### config.mk
export PLATFORM = sky130hd
export DESIGN_NAME = cpl_timeout_tracker
export DESIGN_NICKNAME = d
export VERILOG_FILES = /design/src/rtl/ctt_pkg.sv /design/src/rtl/ctt_tick_gen.sv /design/src/rtl/ctt_tag_table.sv /design/src/rtl/ctt_scanner.sv /design/src/rtl/cpl_timeout_tracker.sv
export SDC_FILE = /design/constraint.sdc
export NUM_CORES = 2
export LEC_CHECK = 0
export BUFFER_PORTS_ARGS = -buffer_cell sky130_fd_sc_hd__buf_2
export CORE_ASPECT_RATIO = 0.7
export CORE_MARGIN = 3
export CORE_UTILIZATION = 40
export DETAILED_ROUTE_END_ITERATION = 6
export GPL_TIMING_DRIVEN = 1
export PLACE_DENSITY = 0.64
export SLEW_MARGIN = 30
export SYNTH_ARGS = -nofsm -noshare
export SYNTH_HDL_FRONTEND = slang
export SYNTH_HIERARCHICAL = 1
export SYNTH_SLANG_ARGS = --single-unit
### constraint.sdc
create_clock -name clk_i -period 16.1 [get_ports clk_i]
set_input_delay 4.83 -clock clk_i [delete_from_list [all_inputs] [get_ports clk_i]]
set_output_delay 4.83 -clock clk_i [all_outputs]
set_load 0.05 [all_outputs]
### src/rtl/ctt_pkg.sv
package ctt_pkg;
  typedef enum logic {
    TO_NONFATAL = 1'b0,
    TO_FATAL    = 1'b1
  } to_class_e;
endpackage

### src/rtl/ctt_tick_gen.sv
module ctt_tick_gen #(
  parameter int PRESCALE = 250,
  parameter int TS_W     = 16
) (
  input  logic            clk_i,
  input  logic            rst_ni,
  output logic [TS_W-1:0] now_o
);
  localparam int PW = (PRESCALE > 1) ? $clog2(PRESCALE) : 1;
  localparam logic [PW-1:0] PMAX = PW'(PRESCALE - 1);

  logic [PW-1:0] cnt_q;

  always_ff @(posedge clk_i or negedge rst_ni) begin
    if (!rst_ni) begin
      cnt_q <= '0;
      now_o <= '0;
    end else if (cnt_q == PMAX) begin
      cnt_q <= '0;
      now_o <= now_o + 1'b1;
    end else begin
      cnt_q <= cnt_q + 1'b1;
    end
  end
endmodule

### src/rtl/ctt_tag_table.sv
module ctt_tag_table #(
  parameter int TAG_W = 5,
  parameter int BC_W  = 12,
  parameter int TS_W  = 16,
  localparam int NUM_TAGS = 1 << TAG_W
) (
  input  logic                           clk_i,
  input  logic                           rst_ni,
  input  logic [TS_W-1:0]                now_i,
  input  logic                           issue_i,
  input  logic [TAG_W-1:0]               issue_tag_i,
  input  logic [BC_W-1:0]                issue_bytes_i,
  input  logic                           hit_i,
  input  logic [TAG_W-1:0]               hit_tag_i,
  input  logic [BC_W-1:0]                hit_bytes_i,
  input  logic                           kill_i,
  input  logic [TAG_W-1:0]               kill_tag_i,
  output logic [NUM_TAGS-1:0]            live_o,
  output logic [NUM_TAGS-1:0][TS_W-1:0]  ts_o
);
  logic [NUM_TAGS-1:0][BC_W-1:0] owed_q;

  for (genvar i = 0; i < NUM_TAGS; i++) begin : g_slot
    always_ff @(posedge clk_i or negedge rst_ni) begin
      if (!rst_ni) begin
        live_o[i] <= 1'b0;
        owed_q[i] <= '0;
        ts_o[i]   <= '0;
      end else if (issue_i && issue_tag_i == TAG_W'(i)) begin
        live_o[i] <= 1'b1;
        owed_q[i] <= issue_bytes_i;
        ts_o[i]   <= now_i;
      end else if (hit_i && hit_tag_i == TAG_W'(i)) begin
        if (hit_bytes_i >= owed_q[i]) begin
          live_o[i] <= 1'b0;
          owed_q[i] <= '0;
        end else begin
          owed_q[i] <= owed_q[i] - hit_bytes_i;
        end
      end else if (kill_i && kill_tag_i == TAG_W'(i)) begin
        live_o[i] <= 1'b0;
      end
    end
  end

  // an issue only ever lands on a free slot
  AST_ISSUE_FREE: assert property (@(posedge clk_i) disable iff (!rst_ni)
    issue_i |-> !live_o[issue_tag_i]);
  // a hit tag was live and the scan never kills that same tag
  AST_HIT_NOT_KILL: assert property (@(posedge clk_i) disable iff (!rst_ni)
    (hit_i && kill_i) |-> (hit_tag_i != kill_tag_i));
endmodule

### src/rtl/ctt_scanner.sv
module ctt_scanner #(
  parameter int TAG_W = 5,
  parameter int TS_W  = 16,
  localparam int NUM_TAGS = 1 << TAG_W
) (
  input  logic                           clk_i,
  input  logic                           rst_ni,
  input  logic [TS_W-1:0]                now_i,
  input  logic [TS_W-1:0]                limit_i,
  input  logic [NUM_TAGS-1:0]            live_i,
  input  logic [NUM_TAGS-1:0][TS_W-1:0]  ts_i,
  input  logic                           cpl_valid_i,
  input  logic [TAG_W-1:0]               cpl_tag_i,
  output logic                           kill_o,
  output logic [TAG_W-1:0]               kill_tag_o
);
  logic [TAG_W-1:0] ptr_q;
  logic [TS_W-1:0]  age;

  always_ff @(posedge clk_i or negedge rst_ni) begin
    if (!rst_ni) ptr_q <= '0;
    else         ptr_q <= ptr_q + 1'b1;
  end

  assign age        = now_i - ts_i[ptr_q];
  assign kill_tag_o = ptr_q;
  // a completion on the scanned tag wins this cycle
  assign kill_o = live_i[ptr_q] && (age >= limit_i) &&
                  !(cpl_valid_i && cpl_tag_i == ptr_q);
endmodule

### src/rtl/cpl_timeout_tracker.sv
module cpl_timeout_tracker #(
  parameter int TAG_W    = 5,
  parameter int BC_W     = 12,
  parameter int TS_W     = 16,
  parameter int PRESCALE = 250
) (
  input  logic             clk_i,
  input  logic             rst_ni,
  input  logic [TS_W-1:0]  cfg_limit_i,
  input  logic             cfg_fatal_i,
  input  logic             req_valid_i,
  input  logic [TAG_W-1:0] req_tag_i,
  input  logic [BC_W-1:0]  req_bytes_i,
  input  logic             cpl_valid_i,
  input  logic [TAG_W-1:0] cpl_tag_i,
  input  logic [BC_W-1:0]  cpl_bytes_i,
  input  logic             cpl_last_i,
  output logic             to_fatal_o,
  output logic             to_nonfatal_o,
  output logic [TAG_W-1:0] to_tag_o,
  output logic             cpl_drop_o,
  output logic             req_reject_o,
  output logic             dup_err_o
);
  import ctt_pkg::*;
  localparam int NUM_TAGS = 1 << TAG_W;

  logic [TS_W-1:0]                now;
  logic [NUM_TAGS-1:0]            live;
  logic [NUM_TAGS-1:0][TS_W-1:0]  ts;
  logic                           kill;
  logic [TAG_W-1:0]               kill_tag;
  logic                           issue, clash, hit, stray;
  to_class_e                      cls;

  // last flag carries no meaning for slot release: only the byte count does
  logic unused_last;
  assign unused_last = cpl_last_i;

  assign issue = req_valid_i && !live[req_tag_i];
  assign clash = req_valid_i &&  live[req_tag_i];
  assign hit   = cpl_valid_i &&  live[cpl_tag_i];
  assign stray = cpl_valid_i && !live[cpl_tag_i];
  assign cls   = cfg_fatal_i ? TO_FATAL : TO_NONFATAL;

  ctt_tick_gen #(.PRESCALE(PRESCALE), .TS_W(TS_W)) u_tick (
    .clk_i (clk_i),
    .rst_ni(rst_ni),
    .now_o (now)
  );

  ctt_tag_table #(.TAG_W(TAG_W), .BC_W(BC_W), .TS_W(TS_W)) u_table (
    .clk_i        (clk_i),
    .rst_ni       (rst_ni),
    .now_i        (now),
    .issue_i      (issue),
    .issue_tag_i  (req_tag_i),
    .issue_bytes_i(req_bytes_i),
    .hit_i        (hit),
    .hit_tag_i    (cpl_tag_i),
    .hit_bytes_i  (cpl_bytes_i),
    .kill_i       (kill),
    .kill_tag_i   (kill_tag),
    .live_o       (live),
    .ts_o         (ts)
  );

  ctt_scanner #(.TAG_W(TAG_W), .TS_W(TS_W)) u_scan (
    .clk_i      (clk_i),
    .rst_ni     (rst_ni),
    .now_i      (now),
    .limit_i    (cfg_limit_i),
    .live_i     (live),
    .ts_i       (ts),
    .cpl_valid_i(cpl_valid_i),
    .cpl_tag_i  (cpl_tag_i),
    .kill_o     (kill),
    .kill_tag_o (kill_tag)
  );

  always_ff @(posedge clk_i or negedge rst_ni) begin
    if (!rst_ni) begin
      to_fatal_o    <= 1'b0;
      to_nonfatal_o <= 1'b0;
      to_tag_o      <= '0;
      cpl_drop_o    <= 1'b0;
      req_reject_o  <= 1'b0;
      dup_err_o     <= 1'b0;
    end else begin
      to_fatal_o    <= kill && (cls == TO_FATAL);
      to_nonfatal_o <= kill && (cls == TO_NONFATAL);
      if (kill) to_tag_o <= kill_tag;
      cpl_drop_o    <= stray;
      req_reject_o  <= clash;
      if (clash) dup_err_o <= 1'b1;
    end
  end

  AST_ERR_EXCL: assert property (@(posedge clk_i) disable iff (!rst_ni)
    !(to_fatal_o && to_nonfatal_o));
  AST_DUP_STICKY: assert property (@(posedge clk_i) disable iff (!rst_ni)
    dup_err_o |=> dup_err_o);
  AST_REJ_FLAGS: assert property (@(posedge clk_i) disable iff (!rst_ni)
    req_reject_o |-> dup_err_o);
  AST_CPL_WINS: assert property (@(posedge clk_i) disable iff (!rst_ni)
    (to_fatal_o || to_nonfatal_o) |->
      !($past(cpl_valid_i) && $past(cpl_tag_i) == to_tag_o));
  AST_DROP_CAUSE: assert property (@(posedge clk_i) disable iff (!rst_ni)
    cpl_drop_o |-> $past(cpl_valid_i));
endmodule

==> impl_metrics.json <==
{
  "wl_per_cell_um": 23.9,
  "synth_top_area_cell": "dfrtp_1",
  "dpl.hpwl_mm": 122,
  "status": "finished clean",
  "setup-violations-final": 0,
  "postCtsSetupBuffers": 0,
  "gr-total-overflow": 0,
  "grt_pass1_vias": 48204,
  "ys_ff_latch": 967,
  "cp.required_ns": 16.70,
  "met2_usage_pct": 34.7,
  "yosysWarningCount": 6,
  "period_minus_slack_ns": 8.94,
  "die-width_um": 474,
  "rsz0062_at_grt": "false",
  "p_int_w": 0.00495,
  "cts-buffers-inserted": 97,
  "multi_input_area_um2": 35200,
  "vias": 50393,
  "ys_seq_area_share_pct": 39.5,
  "critical_path.top_delay_family": "simple AND/OR/NAND/NOR gates",
  "finalCritPeriodShare_pct": 55.5,
  "antenna_found_initial": 15,
  "p_clk_share_pct": 33.2,
  "firstDrtPassIters": 6,
  "grt_usage_pct": 24.5,
  "met3_usage_pct": 5.85,
  "netSwitchingFraction_pct": 32.9,
  "start_util_pct": 40.5,
  "clock_latency_ns": 0.74,
  "coreArea_um2": 151000,
  "syn_nets": 6741,
  "drt-total-wl_mm": 197,
  "timing.fmax_mhz": 112,
  "gp_congestion": 0.917,
  "synthDistinctLibCells": 85,
  "cp_slowest_cell": "nand2_1",
  "total_power_w": 0.00739,
  "peakVddDrop_mv": 0.0840,
  "ys.flop_type": "dfrtp_1",
  "start_kind": "primary input",
  "synth.most_common_cell": "nand2_1",
  "num_io_pins": 66,
  "ctsResizeCount": 0,
  "synth_enable_flop_cells": 0,
  "tightest_slew_ns": 1.06,
  "dieArea_um2": 158000,
  "hold_path_class": "flop to flop",
  "seq_power_share_pct": 38.3,
  "dpl_cell_area_um2": 63800,
  "regArea_um2": 24200,
  "async_flop_share_pct": 100,
  "clockBufferDepth": 3,
  "path_cells": "buf_2 -> nor2b_1 -> a22oi_1 -> nand4b_1 -> a21oi_1 -> a311oi_1 -> and2_1 -> nor4bb_1 -> nand2_1 -> nand3_1 -> a31o_2 -> a31oi_1 -> a221o_1",
  "syn_area_um2": 61300,
  "fillers": 14165,
  "ant_nets": 0,
  "finalNetCount": 6678,
  "post-route-util_pct": 44.5,
  "criticalPathCategory": "primary input to flop",
  "netSwitchingPower_w": 0.00243,
  "viasPerCell": 6.11,
  "fin_area_um2": 67400,
  "relSlewSlack_pct": 29.1,
  "numClockSinks": 967,
  "p_leak_nw": 31.7,
  "root_buffer": "clkbuf_16",
  "end_kind": "flop",
  "io_buffers": 64,
  "cap_viol_max_count": 0,
  "die_h_um": 333,
  "htree_levels": 3,
  "finalSetupTns_ns": 0,
  "worstPathMaxFanout": 18,
  "slew_viol_final": 0,
  "syn-instance-count": 6232,
  "synth_area_per_cell_um2": 9.83,
  "clock_skew_ns": 0.0450,
  "drcViolationCount": 0,
  "synth_common_cells": "nand2_1, dfrtp_1, o21ai_0",
  "finalHoldViolations": 0,
  "yosys-top-cells-area": "dfrtp_1, ha_1, mux4_2, nand2_1, mux2_2",
  "grt_pass1_wl_mm": 300,
  "crit_buf_inv": 1,
  "hold_buffers": 0,
  "p_comb_share_pct": 28.5,
  "drive_above_1_share_pct": 14.3,
  "top_usage_layer": "met1",
  "area_delta_synth_final_pct": 9.98,
  "arrival_ns": 9.54,
  "p_per_area_nw_per_um2": 110,
  "cts_tree": "yes",
  "grt_max_degree": 165,
  "met1_usage_pct": 37.2,
  "cp_slowest_stage_delay_ns": 0.79,
  "clkTransAtPathRegs_ns": 0.06,
  "rows": 119,
  "drt_iter0_markers": 5713,
  "yosys.area.top_type_share_pct": 39.5
}
[cells in the final DEF, fill, tap and decap left out, types with 33 or more instances in the layout]
cell / instances
nand2_1: 981
dfrtp_1: 963
o21ai_0: 455
ha_1: 420
a22oi_1: 366
a21oi_1: 308
nor2_1: 276
mux2_2: 263
inv_1: 176
mux4_2: 173
xnor2_1: 167
xor2_1: 150
a21o_1: 104
buf_4: 102
clkbuf_16: 99
nand2b_1: 79
nand3_1: 75
nand4_1: 70
nor3_1: 69
buf_2: 63
mux2i_1: 62
nor2b_1: 56
o21a_1: 42
a31oi_1: 41
o21bai_1: 40
o211ai_1: 39
fa_1: 33
[worst reg2reg max path, cell delays in order, from the launching register on]
cell	delay [ns]
dfrtp_4	0.72
buf_4	0.72
buf_4	0.72
buf_12	0.30
mux4_2	0.55
mux4_2	0.49
mux2i_1	0.37
ha_1	0.37
and3_1	0.17
a211oi_1	0.25
a21oi_1	0.19
o21ai_0	0.42
o21ai_0	0.19
xnor2_1	0.19
ha_1	0.33
nand4_1	0.09
nor4_1	0.28
o41ai_1	0.15
a31oi_1	0.20
buf_4	0.31
nand2_1	0.17
nor3_1	0.84
a21oi_1	0.17
o21ai_0	0.23
nand2_1	0.08
[state kept, by name, indices dropped and copies added, names as in the netlist]
| name | cells |
|---|---|
| u_table/ts_o | 512 |
| u_table/owed_q | 384 |
| u_table/live_o | 32 |
| u_tick/now_o | 16 |
| u_tick/cnt_q | 8 |
| to_tag_o | 5 |
| u_scan/kill_tag_o | 5 |
| cpl_drop_o | 1 |
| dup_err_o | 1 |
| req_reject_o | 1 |
| to_fatal_o | 1 |
| to_nonfatal_o | 1 |
[path summary, 6_finish.rpt]
kind,start,to,slack [ns],cells after the start
min reg2reg,u_table/ts_o[288],u_table/ts_o[288],0.47,2
max,req_tag_i[2],u_table/owed_q[59],7.16,13
min in group asynchronous,rst_ni,u_table/ts_o[490],4.04,1
min,u_table/ts_o[288],u_table/ts_o[288],0.47,2
max in group asynchronous,rst_ni,u_table/owed_q[45],9.63,4
max reg2reg,u_scan/kill_tag_o[0],u_table/live_o[17],7.47,24
[layer usage]
metal	wire length, um	vias up
li1	-	22595
met1	90000	25089
met2	81000	2378
met3	21300	329
met4	4810	2
met5	13	-
[power by group through the flow]
stage	combinational (W)	clock (W)	sequential (W)
floorplan	0.00161	0	0.00281
global placement	0.00200	0	0.00285
detailed placement	0.00205	0	0.00286
CTS	0.00207	0.00250	0.00282
global route	0.00237	0.00259	0.00285
finish	0.00211	0.00245	0.00283
[logic make-up after synthesis]
family	share of synthesized area, %
compound gates	17.3
flops	39.5
xor+xnor	4.53
fa+ha+maj	9.65
mux	12.2
buf+inv	3.38
simple gates	13.4
[through the flow]
step	hold WS [ns]	cells	setup WS, ns
floorplan	0.441	6232	7.64
global placement	0.454	8061	6.50
detailed placement	0.458	8062	6.56
CTS	0.474	8242	7.34
global route	0.488	8252	6.94
finish	0.471	8254	7.16
[final cells by class]
| type | count | share of cell area (%) |
|---|---|---|
| diodes | 8 | 0.0297 |
| clock buffers | 137 | 4.18 |
| clock inverters | 43 | 0.891 |
| inverters | 187 | 1.05 |
| multi-input cells | 4740 | 52.3 |
| flip-flops and latches | 967 | 35.9 |
| well taps | 1996 | 3.71 |
| repair buffers | 176 | 1.93 |
Note: power is estimated with default switching activity, not from simulation.
